**config.mk**
```make
export PLATFORM = sky130hd
export DESIGN_NAME = tso_store_buffer
export DESIGN_NICKNAME = d
export VERILOG_FILES = /design/src/rtl/tso_sb_pkg.sv /design/src/rtl/sb_ctrl.sv /design/src/rtl/sb_slot_array.sv /design/src/rtl/sb_fwd_select.sv /design/src/rtl/tso_store_buffer.sv
export SDC_FILE = /design/constraint.sdc
export NUM_CORES = 1
export LEC_CHECK = 0
export ABC_AREA = 0
export BUFFER_PORTS_ARGS = -buffer_cell sky130_fd_sc_hd__buf_4
export CELL_PAD_IN_SITES_DETAIL_PLACEMENT = 0
export CELL_PAD_IN_SITES_GLOBAL_PLACEMENT = 2
export CORE_UTILIZATION = 38
export CTS_BUF_LIST = sky130_fd_sc_hd__clkbuf_16
export DETAILED_ROUTE_END_ITERATION = 7
export HOLD_SLACK_MARGIN = 0.03
export PLACE_DENSITY = 0.83
export SLEW_MARGIN = 20
export SYNTH_ARGS = -nofsm -noshare
export SYNTH_HDL_FRONTEND = slang
export SYNTH_SLANG_ARGS = --single-unit
```
**constraint.sdc**
```tcl
create_clock -name clk -period 7.4 [get_ports clk]
set_input_delay 1.48 -clock clk [delete_from_list [all_inputs] [get_ports clk]]
set_output_delay 1.48 -clock clk [all_outputs]
set_load 0.01 [all_outputs]
```
**src/rtl/tso_sb_pkg.sv**
```systemverilog
package tso_sb_pkg;
    localparam int ADDR_W = 32;
    localparam int DATA_W = 32;

    typedef struct packed {
        logic [ADDR_W-1:0] addr;
        logic [DATA_W-1:0] data;
    } sb_slot_t;

    function automatic logic addr_eq(input logic [ADDR_W-1:0] a, input logic [ADDR_W-1:0] b);
        return a == b;
    endfunction
endpackage

```
**src/rtl/sb_ctrl.sv**
```systemverilog
module sb_ctrl
    import tso_sb_pkg::*;
#(
    parameter int DEPTH = 8,
    localparam int PTR_W = $clog2(DEPTH)
) (
    input  logic             clk,
    input  logic             rst,
    input  logic             st_valid,
    input  logic             retire_valid,
    input  logic             flush,
    input  logic             fence_full,
    input  logic             cwr_gnt,
    output logic [PTR_W-1:0] head_idx,
    output logic [PTR_W-1:0] tail_idx,
    output logic [PTR_W:0]   occ,
    output logic             wr_en,
    output logic             st_ready,
    output logic             cwr_req
);
    localparam logic [PTR_W:0] FULL_CNT = (PTR_W+1)'(DEPTH);

    logic [PTR_W:0] head_q, rptr_q, tail_q;
    logic [PTR_W:0] rptr_nx;
    logic [PTR_W:0] n_ret, n_unret;
    logic           retire_fire, commit_fire;

    assign occ      = tail_q - head_q;
    assign n_ret    = rptr_q - head_q;
    assign n_unret  = tail_q - rptr_q;
    assign head_idx = head_q[PTR_W-1:0];
    assign tail_idx = tail_q[PTR_W-1:0];

    assign st_ready    = (occ != FULL_CNT) && !fence_full;
    assign wr_en       = st_valid && st_ready && !flush;
    assign cwr_req     = (n_ret != '0);
    assign commit_fire = cwr_req && cwr_gnt;
    assign retire_fire = retire_valid && (n_unret != '0);
    assign rptr_nx     = rptr_q + (PTR_W+1)'(retire_fire);

    always_ff @(posedge clk) begin
        if (rst) begin
            head_q <= '0;
            rptr_q <= '0;
            tail_q <= '0;
        end else begin
            head_q <= head_q + (PTR_W+1)'(commit_fire);
            rptr_q <= rptr_nx;
            if (flush) tail_q <= rptr_nx;
            else       tail_q <= tail_q + (PTR_W+1)'(wr_en);
        end
    end

    a_r2_no_overflow: assert property (@(posedge clk) disable iff (rst)
        occ <= FULL_CNT);
    a_r2_no_write_when_full: assert property (@(posedge clk) disable iff (rst)
        (occ == FULL_CNT) |-> !wr_en);
    a_r9_flush_clears: assert property (@(posedge clk) disable iff (rst)
        flush |=> (rptr_q == tail_q));
    a_r3_retired_in_range: assert property (@(posedge clk) disable iff (rst)
        n_ret <= occ);
endmodule

```
**src/rtl/sb_slot_array.sv**
```systemverilog
module sb_slot_array
    import tso_sb_pkg::*;
#(
    parameter int DEPTH = 8,
    localparam int PTR_W = $clog2(DEPTH)
) (
    input  logic                  clk,
    input  logic                  wr_en,
    input  logic [PTR_W-1:0]      wr_idx,
    input  sb_slot_t              wr_slot,
    input  logic [ADDR_W-1:0]     ld_addr,
    output sb_slot_t [DEPTH-1:0]  slots,
    output logic [DEPTH-1:0]      match
);
    for (genvar i = 0; i < DEPTH; i++) begin : g_slot
        always_ff @(posedge clk) begin
            if (wr_en && (wr_idx == PTR_W'(i))) slots[i] <= wr_slot;
        end
        assign match[i] = addr_eq(slots[i].addr, ld_addr);
    end
endmodule

```
**src/rtl/sb_fwd_select.sv**
```systemverilog
module sb_fwd_select
    import tso_sb_pkg::*;
#(
    parameter int DEPTH = 8,
    localparam int PTR_W = $clog2(DEPTH)
) (
    input  logic                 clk,
    input  logic                 rst,
    input  sb_slot_t [DEPTH-1:0] slots,
    input  logic [DEPTH-1:0]     match,
    input  logic [PTR_W-1:0]     head_idx,
    input  logic [PTR_W:0]       occ,
    output logic                 hit,
    output logic [DATA_W-1:0]    fwd_data,
    output logic [DEPTH-1:0]     sel
);
    always_comb begin
        sel = '0;
        for (int k = 0; k < DEPTH; k++) begin
            logic [PTR_W-1:0] idx;
            idx = head_idx + PTR_W'(k);
            if (((PTR_W+1)'(k) < occ) && match[idx]) begin
                sel      = '0;
                sel[idx] = 1'b1;
            end
        end
    end

    always_comb begin
        fwd_data = '0;
        for (int i = 0; i < DEPTH; i++) begin
            if (sel[i]) fwd_data = slots[i].data;
        end
    end

    assign hit = (sel != '0);

    a_r5_single_source: assert property (@(posedge clk) disable iff (rst)
        $onehot0(sel));
    a_r6_empty_never_hits: assert property (@(posedge clk) disable iff (rst)
        (occ == '0) |-> !hit);
endmodule

```
**src/rtl/tso_store_buffer.sv**
```systemverilog
module tso_store_buffer
    import tso_sb_pkg::*;
#(
    parameter int DEPTH = 8
) (
    input  logic              clk,
    input  logic              rst,
    input  logic              st_valid,
    input  logic [ADDR_W-1:0] st_addr,
    input  logic [DATA_W-1:0] st_data,
    output logic              st_ready,
    input  logic              retire_valid,
    input  logic              flush,
    input  logic [ADDR_W-1:0] ld_addr,
    output logic              ld_hit,
    output logic [DATA_W-1:0] ld_data,
    output logic              ld_block,
    output logic [ADDR_W-1:0] cache_rd_addr,
    input  logic [DATA_W-1:0] cache_rd_data,
    output logic              cwr_req,
    output logic [ADDR_W-1:0] cwr_addr,
    output logic [DATA_W-1:0] cwr_data,
    input  logic              cwr_gnt,
    input  logic              fence_full,
    input  logic              fence_load,
    output logic              fence_done
);
    localparam int PTR_W = $clog2(DEPTH);

    initial begin
        assert (DEPTH >= 2 && (1 << PTR_W) == DEPTH)
            else $error("DEPTH must be a power of two");
    end

    logic [PTR_W-1:0]     head_idx, tail_idx;
    logic [PTR_W:0]       occ;
    logic                 wr_en;
    sb_slot_t [DEPTH-1:0] slots;
    logic [DEPTH-1:0]     match, sel;
    logic [DATA_W-1:0]    fwd_data;
    sb_slot_t             new_slot;
    logic                 empty;

    assign new_slot = '{addr: st_addr, data: st_data};
    assign empty    = (occ == '0);

    sb_ctrl #(.DEPTH(DEPTH)) u_ctrl (
        .clk, .rst, .st_valid, .retire_valid, .flush, .fence_full, .cwr_gnt,
        .head_idx, .tail_idx, .occ, .wr_en, .st_ready, .cwr_req
    );

    sb_slot_array #(.DEPTH(DEPTH)) u_slots (
        .clk, .wr_en, .wr_idx(tail_idx), .wr_slot(new_slot), .ld_addr,
        .slots, .match
    );

    sb_fwd_select #(.DEPTH(DEPTH)) u_fwd (
        .clk, .rst, .slots, .match, .head_idx, .occ,
        .hit(ld_hit), .fwd_data, .sel
    );

    assign cache_rd_addr = ld_addr;
    assign ld_data       = ld_hit ? fwd_data : cache_rd_data;
    assign cwr_addr      = slots[head_idx].addr;
    assign cwr_data      = slots[head_idx].data;
    assign ld_block      = fence_full && !empty;
    assign fence_done    = fence_full ? empty : fence_load;

    a_r4_hold_until_grant: assert property (@(posedge clk) disable iff (rst)
        (cwr_req && !cwr_gnt) |=> (cwr_req && $stable(cwr_addr) && $stable(cwr_data)));
    a_r7_block_excludes_done: assert property (@(posedge clk) disable iff (rst)
        ld_block |-> !fence_done);
    a_r7_no_store_in_fence: assert property (@(posedge clk) disable iff (rst)
        fence_full |-> !st_ready);
    a_r3_req_implies_occupied: assert property (@(posedge clk) disable iff (rst)
        cwr_req |-> !empty);
endmodule

```
==> flow_summary.toml <==
[status]
outcome = "finished, final reports clean"

[place]
port_buffers = 268
dp.cells = 3144
hpwl_mm = 60.7
place_ws_ns = 0.00133
place_congestion = 0.908

[clock_tree]
htree_num_levels = 2
insertion_delay_ns = 0.61
clk_pin_slew_worst_paths_ns = 0.06
max-clock-path-buffers = 3
cts-root-buf = "clkbuf_16"
cts_buffers = 56
cts_sinks = 524
cts_tree = "yes"

[synth]
async_reset_ff_share_pct = 0
syn_area_um2 = 27100
synth.area.top_cells = "edfxtp_1, mux4_2, xor2_1"
ys.flop_type = "edfxtp_1"
synth_top_area_share_pct = 56.8
ys_seq_elements = 524
ys_warn_count = 0
synth.distinct_cells = 75
yosysTopAreaCell = "edfxtp_1"
ys_seq_area_share_pct = 57.7
synth_edf_count = 512
synth_cells = 1962
synth.net_count = 2120
synth.avg_cell_area_um2 = 13.8

[routing]
drc = 0
wirelength_mm = 90.0
dr.pass1.iters = 6
vias = 19086
viasPerCell = 5.86
routedWlPerCell_um = 27.6
drt_iter0_drc = 2077
antenna_left = 0

[grt]
grt_util_met3_pct = 4.67
use_met2_pct = 39.9
grt_pass1_vias = 19103
grt_max_degree = 141
grt.busiest_layer = "met2"
grt-ovfl-total = 0
use_met1_pct = 33.8
grt_use_total_pct = 24.6
grt_pass1_wl_mm = 129
antenna_found_initial = 1

[worst_setup_path]
cp_max_fo = 9
path_cells = "buf_4, xor2_1, nor4_1, nand4_1, buf_4, nor3_1, a2111oi_4, o22ai_4, o311ai_0, buf_4, o311ai_4, or4b_4, nor4b_4, buf_12, buf_12, a222oi_1, o21ai_1, buf_4"
startpoint_type = "input port"
critPathMostFrequentCell = "buf_4"
r2r_start = "u_ctrl.head_q[1]"
cp-end-kind = "primary output"
slowest_delay_ns = 0.57
rr_worst_depth = 12
worstSetupPathType = "input port to primary output"
worstPathRequired_ns = 5.92
crit_slowest_cell = "nor4_1"
rr_endpoint = "u_slots.slots[506]"
arrival_ns = 5.83
r2r_slack_ns = 2.96

[sta]
drv_slew = 0
setup_total_negative_slack_ns = 0
worst_pin_slew_ns = 1.02
fmax_mhz = 137
clock_skew_ns = 0.0261
setup_viol_count_final = 0
min_period_ns = 7.31
slew_headroom_pct = 31.9
hold_slack_ns = 0.600
hold_viol = 0
rsz0062_at_grt = "yes"
setup_ws_ns = 0.0911
fin_crit_sh_pct = 98.8

[layout]
areaGrowthSynthToFinish_pct = 21.7
instances_no_fill = 3255
nets = 2424
drive_above_1_share_pct = 30.7
mostFrequentLayoutCell = "edfxtp_1"
most-common-layout-cells = "edfxtp_1, buf_4, xor2_1"
fillers = 6140

[floorplan]
die_height_um = 269
chipWidth_um = 269
die_area_um2 = 72300
top_level_ports = 269
core_area_um2 = 70300
fp-row-count = 97
start_util_pct = 38.5

[worst_hold_path]
min_path_type = "flip-flop to flip-flop"
min_to = "u_ctrl.head_q[3]"
hp-start = "u_ctrl.head_q[3]"
worstHoldPathCells = 2

[power_and_ir_drop]
finalPower_mw = 10.8
p_per_area_nw_per_um2 = 327
peakVddDrop_mv = 0.270
p_leak_nw = 11.9

[flow_run]
drv_cap = 0
## metal layers
layer | part of all wire, % | routed length (µm) | up-vias
met2 | 48 | 43300 | 916
met4 | 2.4 | 2120 | 2
li1 | - | - | 8157
met5 | 0.013 | 12 | -
met1 | 41 | 37200 | 9876
met3 | 8.2 | 7360 | 135
## timing repair
action	4_1_cts	5_1_grt
hold buffers	0	0
resized for setup	2	57
setup endpoints to repair	15	32
setup buffers	0	4
pin swaps	1	9
## per-stage QoR
stage	util (%)	cell area (µm²)
after floorplan	-	27100
after CTS	46.3	32500
after global placement	43.6	30600
final	46.9	33000
after detailed placement	43.6	30600
after global routing	46.9	32900
## layout make-up
| type | instances | area (µm²) | area share, % |
|---|---|---|---|
| Inverter | 49 | 188 | 0.570 |
| Clock inverter | 48 | 490 | 1.49 |
| Multi-Input combinational cell | 1228 | 10800 | 32.9 |
| Antenna cell | 3 | 7.51 | 0.0228 |
| Clock buffer | 56 | 1400 | 4.25 |
| Sequential cell | 524 | 15600 | 47.4 |
| Timing Repair Buffer | 407 | 3230 | 9.80 |
| Tap cell | 940 | 1180 | 3.57 |
## registers in the layout, summed over array words and instances, names as in the netlist
register / flops
u_slots.slots: 512
u_ctrl.head_q: 4
u_ctrl.rptr_q: 4
u_ctrl.tail_q: 4
## where the power goes
group / internal, mW / total [mW] / leakage [nW] / switching [mW]
combinational: 2.03 / 4.45 / 6.23 / 2.42
sequential: 3.34 / 3.41 / 4.71 / 0.0675
clock: 1.72 / 2.91 / 0.955 / 1.19
## cell usage after synthesis, drive strengths merged, types with 6 or more instances
cell type,n
nand4,21
nor3,38
nor4,85
ha,21
nor2,67
xor2,265
nand2,222
clkbuf,58
a222oi,32
a22o,19
nand2b,22
and3,51
nand3,12
o41a,15
and2,7
mux4,128
dfxtp,12
xnor2,6
nor2b,27
a21oi,16
edfxtp,512
a2111o,15
a31oi,25
a22oi,16
inv,49
o21a,6
o21ai,46
buf,103
## worst max-delay path, delay by kind of cell
| kind | cells | cell delay, ns |
|---|---|---|
| and+or+nand+nor | 5 | 2.00 |
| AOI/OAI and AO/OA | 6 | 1.12 |
| buffers and inverters | 6 | 1.04 |
| xor gates and xnor gates | 1 | 0.17 |
## cells by family after synthesis
group | after synthesis | share of synthesized area (%)
AOI/OAI and AO/OA | 235 | 7.01
xor gates and xnor gates | 271 | 8.76
adders and majority gates | 22 | 1.04
buffers and inverters | 210 | 4.08
DFF | 524 | 57.7
muxes | 133 | 10.8
and+or+nand+nor | 567 | 10.6
## how the worst max path moves through the flow
stage,from,end,slack (ns),depth (start not counted)
after CTS,ld_addr[8],ld_data[7],0.01,19
after global routing,ld_addr[6],ld_data[6],-0.02,20
after floorplan,ld_addr[18],ld_data[22],1.12,15
after detailed placement,ld_addr[7],ld_data[7],0.001,19
final,ld_addr[10],ld_data[29],0.09,18
after global placement,ld_addr[15],ld_data[16],-0.06,18
(Power assumes the default switching activity.)
